File: config.mk
export PLATFORM = sky130hd
export DESIGN_NAME = plug_pwr_seq
export DESIGN_NICKNAME = d
export VERILOG_FILES = /design/src/rtl/pps_pkg.sv /design/src/rtl/pps_sync.sv /design/src/rtl/pps_interlock.sv /design/src/rtl/pps_fsm.sv /design/src/rtl/pps_alarm.sv /design/src/rtl/plug_pwr_seq.sv
export SDC_FILE = /design/constraint.sdc
export NUM_CORES = 1
export LEC_CHECK = 0
export ABC_AREA = 1
export BUFFER_PORTS_ARGS = -buffer_cell sky130_fd_sc_hd__buf_2
export CAP_MARGIN = 20
export CELL_PAD_IN_SITES_DETAIL_PLACEMENT = 1
export CELL_PAD_IN_SITES_GLOBAL_PLACEMENT = 2
export CORE_UTILIZATION = 36
export CTS_CLUSTER_SIZE = 28
export DETAILED_ROUTE_END_ITERATION = 8
export PLACE_DENSITY_LB_ADDON = 0.1
export SETUP_SLACK_MARGIN = 0.02
export SLEW_MARGIN = 10
export SYNTH_ARGS = -nofsm -noshare
export SYNTH_HDL_FRONTEND = slang
export SYNTH_SLANG_ARGS = --single-unit
export TNS_END_PERCENT = 5
File: constraint.sdc
create_clock -name clk -period 2.95 [get_ports clk]
set_input_delay 0.4425 -clock clk [delete_from_list [all_inputs] [get_ports clk]]
set_output_delay 0.4425 -clock clk [all_outputs]
set_load 0.05 [all_outputs]
File: src/rtl/pps_pkg.sv
package pps_pkg;

   typedef enum logic [2:0] {
      ST_RESET  = 3'd0,
      ST_INIT   = 3'd1,
      ST_LOWPWR = 3'd2,
      ST_HPUP   = 3'd3,
      ST_READY  = 3'd4,
      ST_FAULT  = 3'd5
   } pps_state_e;

   localparam int CODE_W  = 2;
   localparam int CLASS_W = 2;
   localparam logic [CODE_W-1:0] CODE_NO_LIMIT = 2'b11;

   // interlock is raised when the module needs more cooling than the host grants
   function automatic logic il_eval(input logic [CODE_W-1:0]  code,
                                    input logic [CLASS_W-1:0] cls);
      return (code != CODE_NO_LIMIT) && (cls > code);
   endfunction

endpackage

File: src/rtl/pps_sync.sv
module pps_sync #(
   parameter int           STAGES  = 2,
   parameter int           W       = 1,
   parameter logic [W-1:0] RST_VAL = '0
) (
   input  logic         clk,
   input  logic         rst_n,
   input  logic [W-1:0] d,
   output logic [W-1:0] q
);

   generate
      if (STAGES == 0) begin : g_pass
         assign q = d;
      end else begin : g_chain
         logic [W-1:0] stg_q [STAGES];

         always_ff @(posedge clk or negedge rst_n) begin
            if (!rst_n) begin
               for (int i = 0; i < STAGES; i++) stg_q[i] <= RST_VAL;
            end else begin
               stg_q[0] <= d;
               for (int i = 1; i < STAGES; i++) stg_q[i] <= stg_q[i-1];
            end
         end

         assign q = stg_q[STAGES-1];
      end
   endgenerate

endmodule

File: src/rtl/pps_interlock.sv
module pps_interlock
   import pps_pkg::*;
(
   input  logic               clk,
   input  logic               rst_n,
   input  logic               clr,
   input  logic               sample,
   input  logic               eval,
   input  logic [CODE_W-1:0]  il_pins,
   input  logic [CLASS_W-1:0] power_class,
   output logic               il_fail,
   output logic               il_stat
);

   logic [CODE_W-1:0] code_q;

   assign il_fail = il_eval(code_q, power_class);

   always_ff @(posedge clk or negedge rst_n) begin
      if (!rst_n) begin
         code_q  <= '0;
         il_stat <= 1'b0;
      end else if (clr) begin
         code_q  <= '0;
         il_stat <= 1'b0;
      end else begin
         if (sample) code_q  <= il_pins;
         if (eval)   il_stat <= il_fail;
      end
   end

endmodule

File: src/rtl/pps_fsm.sv
module pps_fsm
   import pps_pkg::*;
#(
   parameter int INIT_CYCLES = 12,
   parameter int HPUP_CYCLES = 6
) (
   input  logic       clk,
   input  logic       rst_n,
   input  logic       go_reset,
   input  logic       lp_req,
   input  logic       fault_det,
   input  logic       il_fail,
   output pps_state_e state,
   output logic       sample_stb,
   output logic       eval_stb
);

   localparam int MAX_CYC = (INIT_CYCLES > HPUP_CYCLES) ? INIT_CYCLES : HPUP_CYCLES;
   localparam int CNT_W   = $clog2(MAX_CYC + 1);
   localparam logic [CNT_W-1:0] INIT_LAST = CNT_W'(INIT_CYCLES - 1);
   localparam logic [CNT_W-1:0] HPUP_LAST = CNT_W'(HPUP_CYCLES - 1);

   pps_state_e      st_q, st_d;
   logic [CNT_W-1:0] cnt_q, cnt_d;

   assign state      = st_q;
   assign sample_stb = (st_q == ST_INIT) && (cnt_q == INIT_LAST) && !go_reset;
   assign eval_stb   = (st_q == ST_LOWPWR) && !go_reset && !fault_det && !lp_req;

   always_comb begin
      st_d  = st_q;
      cnt_d = cnt_q;
      if (go_reset) begin
         st_d  = ST_RESET;
         cnt_d = '0;
      end else begin
         unique case (st_q)
            ST_RESET: begin
               st_d  = ST_INIT;
               cnt_d = '0;
            end
            ST_INIT: begin
               if (cnt_q == INIT_LAST) begin
                  st_d  = ST_LOWPWR;
                  cnt_d = '0;
               end else begin
                  cnt_d = cnt_q + 1'b1;
               end
            end
            ST_LOWPWR: begin
               if (fault_det) begin
                  st_d = ST_FAULT;
               end else if (!lp_req && !il_fail) begin
                  st_d  = ST_HPUP;
                  cnt_d = '0;
               end
            end
            ST_HPUP: begin
               if (fault_det) begin
                  st_d = ST_FAULT;
               end else if (lp_req) begin
                  st_d = ST_LOWPWR;
               end else if (cnt_q == HPUP_LAST) begin
                  st_d  = ST_READY;
                  cnt_d = '0;
               end else begin
                  cnt_d = cnt_q + 1'b1;
               end
            end
            ST_READY: begin
               if (fault_det)   st_d = ST_FAULT;
               else if (lp_req) st_d = ST_LOWPWR;
            end
            ST_FAULT: st_d = ST_FAULT;
            default:  st_d = ST_RESET;
         endcase
      end
   end

   always_ff @(posedge clk or negedge rst_n) begin
      if (!rst_n) begin
         st_q  <= ST_RESET;
         cnt_q <= '0;
      end else begin
         st_q  <= st_d;
         cnt_q <= cnt_d;
      end
   end

endmodule

File: src/rtl/pps_alarm.sv
module pps_alarm
   import pps_pkg::*;
(
   input  logic       clk,
   input  logic       rst_n,
   input  pps_state_e state,
   input  logic       il_stat,
   input  logic       tx_off,
   output logic       alm_pwr_done,
   output logic       alm_ready,
   output logic       alm_fault,
   output logic       glb_alarm_n,
   output logic       tx_enable
);

   logic flt_lat_q, il_lat_q;

   assign alm_pwr_done = (state == ST_READY);
   assign alm_ready    = (state == ST_READY);
   assign alm_fault    = (state == ST_FAULT);
   assign tx_enable    = (state == ST_READY) && !tx_off;
   assign glb_alarm_n  = !(flt_lat_q || il_lat_q);

   always_ff @(posedge clk or negedge rst_n) begin
      if (!rst_n) begin
         flt_lat_q <= 1'b0;
         il_lat_q  <= 1'b0;
      end else if (state == ST_RESET) begin
         flt_lat_q <= 1'b0;
         il_lat_q  <= 1'b0;
      end else begin
         flt_lat_q <= flt_lat_q || (state == ST_FAULT);
         il_lat_q  <= il_lat_q || il_stat;
      end
   end

endmodule

File: src/rtl/plug_pwr_seq.sv
module plug_pwr_seq
   import pps_pkg::*;
#(
   parameter int INIT_CYCLES = 12,
   parameter int HPUP_CYCLES = 6,
   parameter int SYNC_STAGES = 2
) (
   input  logic               clk,
   input  logic               rst_n,
   input  logic               pin_mod_rst_n,
   input  logic               pin_ctl_rst_n,
   input  logic               pin_lowpwr,
   input  logic               pin_tx_off,
   input  logic               pin_il_lsb,
   input  logic               pin_il_msb,
   input  logic               soft_ic_reset,
   input  logic               soft_lowpwr,
   input  logic [CLASS_W-1:0] power_class,
   input  logic               fault_det,
   output logic               ic_reset_n,
   output logic               alm_pwr_done,
   output logic               alm_ready,
   output logic               alm_fault,
   output logic               glb_alarm_n,
   output logic               tx_enable,
   output logic               interlock_stat
);

   localparam int PIN_W = 6;
   // bit order: mod_rst_n, ctl_rst_n, lowpwr, tx_off, il_msb, il_lsb
   localparam logic [PIN_W-1:0] PIN_RST = 6'b00_11_00;

   generate
      if (INIT_CYCLES < 1 || HPUP_CYCLES < 1) begin : g_bad_cycles
         $error("plug_pwr_seq: phase lengths must be at least one cycle");
      end
      if (SYNC_STAGES < 0 || SYNC_STAGES > 4) begin : g_bad_sync
         $error("plug_pwr_seq: SYNC_STAGES must be 0..4");
      end
   endgenerate

   logic [PIN_W-1:0] pins_raw, pins_s;
   logic mod_rst_n_s, ctl_rst_n_s, lowpwr_s, tx_off_s;
   logic [CODE_W-1:0] il_s;
   logic ic_rst, go_reset, lp_req;
   logic sample_stb, eval_stb, il_fail;
   pps_state_e state;

   assign pins_raw = {pin_mod_rst_n, pin_ctl_rst_n, pin_lowpwr, pin_tx_off,
                      pin_il_msb, pin_il_lsb};

   pps_sync #(.STAGES(SYNC_STAGES), .W(PIN_W), .RST_VAL(PIN_RST)) u_sync (
      .clk   (clk),
      .rst_n (rst_n),
      .d     (pins_raw),
      .q     (pins_s)
   );

   assign {mod_rst_n_s, ctl_rst_n_s, lowpwr_s, tx_off_s} = pins_s[5:2];
   assign il_s       = pins_s[1:0];
   assign ic_rst     = !ctl_rst_n_s || soft_ic_reset;
   assign ic_reset_n = !ic_rst;
   assign go_reset   = !mod_rst_n_s || ic_rst;
   assign lp_req     = lowpwr_s || soft_lowpwr;

   pps_fsm #(.INIT_CYCLES(INIT_CYCLES), .HPUP_CYCLES(HPUP_CYCLES)) u_fsm (
      .clk        (clk),
      .rst_n      (rst_n),
      .go_reset   (go_reset),
      .lp_req     (lp_req),
      .fault_det  (fault_det),
      .il_fail    (il_fail),
      .state      (state),
      .sample_stb (sample_stb),
      .eval_stb   (eval_stb)
   );

   pps_interlock u_il (
      .clk         (clk),
      .rst_n       (rst_n),
      .clr         (go_reset),
      .sample      (sample_stb),
      .eval        (eval_stb),
      .il_pins     (il_s),
      .power_class (power_class),
      .il_fail     (il_fail),
      .il_stat     (interlock_stat)
   );

   pps_alarm u_alm (
      .clk          (clk),
      .rst_n        (rst_n),
      .state        (state),
      .il_stat      (interlock_stat),
      .tx_off       (tx_off_s),
      .alm_pwr_done (alm_pwr_done),
      .alm_ready    (alm_ready),
      .alm_fault    (alm_fault),
      .glb_alarm_n  (glb_alarm_n),
      .tx_enable    (tx_enable)
   );

endmodule

==> impl_metrics.tcl, run 1 <==
set metrics [dict create \
    critPathMaxStageDelay_ps 540 \
    setup-violations-final 0 \
    die_w_microns 62.6 \
    layout_min_cycle_time_ps 2070 \
    maxSlewViolCount 0 \
    clkSinkCount 24 \
    drt-total-wl_microns 2870 \
    layout-drive-gt1-share_pct 31.8 \
    grt_pass1_wl_microns 5080 \
    syn-num-nets 168 \
    grt_overflow 0 \
    syn_inst 151 \
    grt_max_degree 25 \
    skew_ps 3.24 \
    post-route-period-util_pct 70.2 \
    crit_family "flip-flops" \
    die_h_microns 62.6 \
    track_usage_pct 16.4 \
    power_w 0.000616 \
    cts_max_path_buffers 2 \
    maxCapViolCount 0 \
    synth_compound_area_share_pct 5.86 \
    power.density_mw_per_mm2 412 \
    synthSimpleGateAreaFrac_pct 35.8 \
    ys_types 27 \
    cts_hold_buf 0 \
    portBuffers 19 \
    start_util_pct 38.5 \
    rows 21 \
    clkLatencyLatePin_ps 270 \
    postRouteAntennaNets 0 \
    yosys_warnings 0 \
    dpl.hpwl_microns 2300 \
    grt_pass1_vias 1134 \
    syn_to_final_growth_pct 12.9 \
    drc 0 \
    critPathBufInv 2 \
    worst-setup-path-type "reg -> out" \
    seq_area_frac_synth_pct 45.7 \
    finalNetCount 188 \
    postCtsSetupRepairBufs 0 \
    htreeDepth 1 \
    synth-adder-area-share_pct 3.78 \
    clock-root-buffer "clkbuf_8" \
    drt_iter0_drc 28 \
    syn_area_sq_mm 0.00132 \
    core_area_sq_mm 0.00344 \
    rsz0062_at_grt "no" \
    cts_tree "built" \
    vias 1066 \
    path_clk_slew_ps 90 \
    min_path_type "in -> async" \
    setup_tns_ps 0 \
    leakagePower_nw 0.761 \
    synth_xor_area_share_pct 0.662 \
    worstPathCellList "nor2_2 -> nand2_1 -> inv_1 -> buf_2" \
    critPathLaunchType "flip-flop" \
    antenna_found_initial 0 \
    postSynthAreaPerCell_sq_um 8.77 \
    cts_buffers 3 \
    detail_route.wl_per_cell_microns 13.3 \
    worst_pin_slew_ps 540 \
    slowest_stage "dfrtp_1" \
    relSlewSlack_pct 64.0 \
    cp-end-kind "output port" \
    synth_top_family_by_area "simple AND/OR/NAND/NOR gates" \
    ir_drop_uv 317 \
    status "complete, no violations" \
    n_antenna_cell 0 \
    dieArea_sq_mm 0.00392 \
    cp_max_fo 9 \
    place.gp.congestion 0.820 \
    ios 20 \
    worstPathArrival_ps 1630 \
    required_ps 2510 \
    max_freq_mhz 483 \
    hold_viol_final 0 \
    ys_ff_latch 24 \
    firstDrtPassIters 4 \
    cts_resized 0 \
    muxShareOfSynthArea_pct 0 \
    viasPerCell 4.94 \
]
logic make-up (layout without fill, tap and decap cells):
kind of cell	Yosys count	in the layout
AND/OR/NAND/NOR	87	87
flip-flops	24	24
buffers and inverters	22	41
XOR/XNOR	1	1
adder cells (fa/ha/maj)	4	4
AO/OA/AOI/OAI	13	13
sequential cells by signal, indices dropped and copies added (netlist names):
| name | count |
|---|---|
| u_sync.g_chain.stg_q | 6 |
| u_fsm.cnt_q | 4 |
| u_sync.q | 6 |
| u_alm.il_lat_q | 1 |
| u_il.code_q | 2 |
| u_il.il_stat | 1 |
| u_alm.flt_lat_q | 1 |
| u_fsm.state | 3 |
synthesized netlist by cell type:
cell type	n	area (sq um)
nand2_1	35	131
dfrtp_1	20	500
nand3_1	16	80.1
inv_1	13	48.8
nand2_2	9	56.3
nor2_1	9	33.8
nor2_4	5	56.3
a21oi_1	4	20.0
dfstp_2	4	105
ha_1	4	50.1
inv_2	4	15.0
nand4_1	4	25.0
nand3_2	3	30.0
o21ai_1	3	15.0
buf_4	2	15.0
buf_6	2	22.5
nand2_4	2	22.5
nand3b_1	2	15.0
o21ai_0	2	10.0
a2bb2oi_1	1	8.76
inv_4	1	6.26
nand3_4	1	17.5
nor2_2	1	6.26
o21ai_2	1	8.76
o21bai_1	1	7.51
o31ai_1	1	7.51
xor2_1	1	8.76
layout make-up:
type	count	area (sq um)
Multi-Input combinational cell	105	611
Inverter	18	70.1
Fill cell	431	1950
Timing Repair Buffer	19	95.1
Clock buffer	4	55.1
Tap cell	46	57.6
Sequential cell	24	606
layout by cell type, fill, tap and decap left out:
| cell type | netlist | layout |
|---|---|---|
| nand3_4 | 1 | 1 |
| inv_4 | 1 | 1 |
| nand2_1 | 35 | 35 |
| nand3_1 | 16 | 16 |
| nand2_2 | 9 | 9 |
| nor2_2 | 1 | 1 |
| inv_2 | 4 | 4 |
| nand3b_1 | 2 | 2 |
| clkbuf_8 | 0 | 4 |
| o31ai_1 | 1 | 1 |
| nand4_1 | 4 | 4 |
| nand2_4 | 2 | 2 |
| nor2_4 | 5 | 5 |
| buf_2 | 0 | 19 |
| ha_1 | 4 | 4 |
| a2bb2oi_1 | 1 | 1 |
| inv_1 | 13 | 13 |
| xor2_1 | 1 | 1 |
| a21oi_1 | 4 | 4 |
| o21ai_0 | 2 | 2 |
| o21bai_1 | 1 | 1 |
| dfstp_2 | 4 | 4 |
| o21ai_1 | 3 | 3 |
| o21ai_2 | 1 | 1 |
| dfrtp_1 | 20 | 20 |
| nand3_2 | 3 | 3 |
| nor2_1 | 9 | 9 |
worst paths after layout:
path,from,end,slack (ps),cells past startpoint
max,u_fsm.state[1]$_DFFE_PN0P_,alm_pwr_done,880,4
min,rst_n,u_alm.il_lat_q$_DFF_PN0_,150,1
max reg2reg,u_fsm.cnt_q[0]$_DFFE_PN0P_,u_fsm.state[0]$_DFFE_PN0P_,1460,8
min reg2reg,u_sync.g_chain.stg_q[11]$_DFF_PN0_,u_sync.q[5]$_DFF_PN0_,360,0
max in group asynchronous,rst_n,u_sync.g_chain.stg_q[9]$_DFF_PN1_,2430,1
min in group clk,pin_tx_off,u_sync.g_chain.stg_q[8]$_DFF_PN1_,270,1
stage by stage:
step	area, sq um	hold WS (ps)	util (%)	cells	setup WS [ps]
floorplan	1320	147	-	151	1100
CTS	1490	169	43.4	216	868
global route	1490	193	43.4	216	784
detailed placement	1440	339	41.8	212	1180
finish	1490	150	43.4	216	878
global placement	1440	334	41.8	212	1210
where the power goes:
part	switching, W	total, W	internal (W)
clock	0.000106	0.000226	0.000119
combinational	0.0000312	0.0000453	0.0000140
sequential	0.00000509	0.000345	0.000340
metal layers:
metal | up-vias | GRT usage, % | share of wire, %
li1 | 523 | - | -
met1 | 525 | 20.2 | 46
met2 | 16 | 29.8 | 51
met3 | 2 | 2.74 | 2.5
met4 | 0 | 3.49 | 0.49
met5 | - | 0 | 0
Power figures use the tool's default switching activity.
==> inputs of run 2 (changes only) <==
Settings changed: CORE_UTILIZATION 36 to 33.
Clock period 2.95 ns to 2.1 ns, I/O delays scaled along.
==> run 2 against run 1 <==
Combinational power rose by 42%; first-iteration DRC count grew 11%; critical path depth stayed put; worst hold slack got worse by 130 ps; die area is 8.8% higher; critical endpoint is now tx_enable.
==> impl_metrics.tcl, run 2 (synthesized netlist as in run 1, its figures left out) <==
set metrics [dict create \
    cts_hold_buf 0 \
    worst_pin_slew_ps 545 \
    layout-drive-gt1-share_pct 31.8 \
    relSlewSlack_pct 63.7 \
    drt-total-wl_microns 2920 \
    required_ps 1780 \
    firstDrtPassIters 4 \
    drt_iter0_drc 31 \
    drc 0 \
    grt_max_degree 25 \
    clkLatencyLatePin_ps 270 \
    cts_resized 0 \
    min_path_type "in -> async" \
    setup-violations-final 0 \
    design_area_sq_mm 0.00151 \
    cp_max_fo 9 \
    dr.max_layer_used "met4" \
    path_clk_slew_ps 90 \
    track_usage_pct 16.0 \
    r2r_start "u_il.code_q[1]$_DFFE_PN0P_" \
    critPathLaunchType "flip-flop" \
    place.gp.congestion 0.818 \
    grt_pass1_wl_microns 5120 \
    finalNetCount 188 \
    rsz0062_at_grt "no" \
    holdWs_ps 15.2 \
    place_area_sq_mm 0.00144 \
    syn_to_final_growth_pct 14.3 \
    n_antenna_cell 0 \
    detail_route.wl_per_cell_microns 13.4 \
    status "complete, no violations" \
    start_util_pct 35.4 \
    maxSlewViolCount 0 \
    postRouteAntennaNets 0 \
    layout_min_cycle_time_ps 1940 \
    worstPathArrival_ps 1620 \
    setup_tns_ps 0 \
    core_area_sq_mm 0.00374 \
    grt_overflow 0 \
    dp_slack_ps 450 \
    final_common_cell "nand2_1" \
    antenna_found_initial 0 \
    max_freq_mhz 517 \
    post-route-period-util_pct 92.2 \
    vias 1027 \
    maxCapViolCount 0 \
    layout_common_cells "nand2_1, dfrtp_1, buf_2" \
    leakagePower_nw 0.768 \
    post-route-util_pct 40.4 \
    cts_buffers 3 \
    cts_max_path_buffers 2 \
    wl_met3_microns 96 \
    worst-setup-path-type "reg -> out" \
    dpl.hpwl_microns 2200 \
    dieArea_sq_mm 0.00427 \
    cts_tree "built" \
    die_h_microns 65.3 \
    drt-met1-wl_microns 1400 \
    rows 22 \
    crit_start "u_fsm.state[1]$_DFFE_PN0P_" \
    wl_met2_microns 1400 \
    power.density_mw_per_mm2 636 \
    clkSinkCount 24 \
    fin_ws_ps 164 \
    viasPerCell 4.71 \
    portBuffers 19 \
    htreeDepth 1 \
    grt_pass1_vias 1092 \
    ios 20 \
    hold_viol_final 0 \
    clock-root-buffer "clkbuf_8" \
    cp-end-kind "output port" \
    postCtsSetupRepairBufs 0 \
    ir_drop_uv 321 \
    skew_ps 5.75 \
    die_w_microns 65.3 \
]
run 2: stage by stage:
step / cells / power (W)
after floorplan: 151 / 0.000528
after global placement: 214 / 0.000557
after detailed placement: 214 / 0.000559
after CTS: 218 / 0.000975
after global routing: 218 / 0.00101
final: 218 / 0.000962
run 2: path summary, 6_finish.rpt:
kind                                                     end  slack [ps]  depth (start not counted)
setup reg to reg                  u_fsm.cnt_q[2]$_DFFE_PN0P_         580                         11
setup / recovery                                   tx_enable         160                          4
max in group asynchronous              u_sync.q[3]$_DFF_PN1_        1710                          1
min in group clk           u_sync.g_chain.stg_q[8]$_DFF_PN1_         130                          1
hold reg to reg                        u_sync.q[4]$_DFF_PN0_         360                          0
hold / removal                    u_fsm.state[2]$_DFFE_PN0P_          20                          1
run 2: layout make-up:
class | instances | area [sq um]
tap | 48 | 60.1
clock buffer | 3 | 41.3
fill | 468 | 2230
timing repair buffer | 19 | 95.1
inverter | 18 | 70.1
sequential | 24 | 606
multi-input combinational | 105 | 611
clock inverter | 1 | 30.0
run 2: layer usage:
layer	vias to the layer above	global-route usage, %
met5	-	0
met4	0	5.71
met3	2	2.60
met2	18	27.6
met1	482	20.1
li1	525	-
run 2: where the power goes:
group          switching (W)  internal (W)  total [W]
clock               0.000158      0.000255   0.000413
sequential        0.00000682      0.000478   0.000484
combinational      0.0000444     0.0000197  0.0000641
total               0.000210      0.000752   0.000962
run 2: worst max-delay path: stages (launching register included):
cell and delay (ps):
dfrtp_1 540, nor2_2 260, nand2_1 140, nor2_1 140, buf_2 270
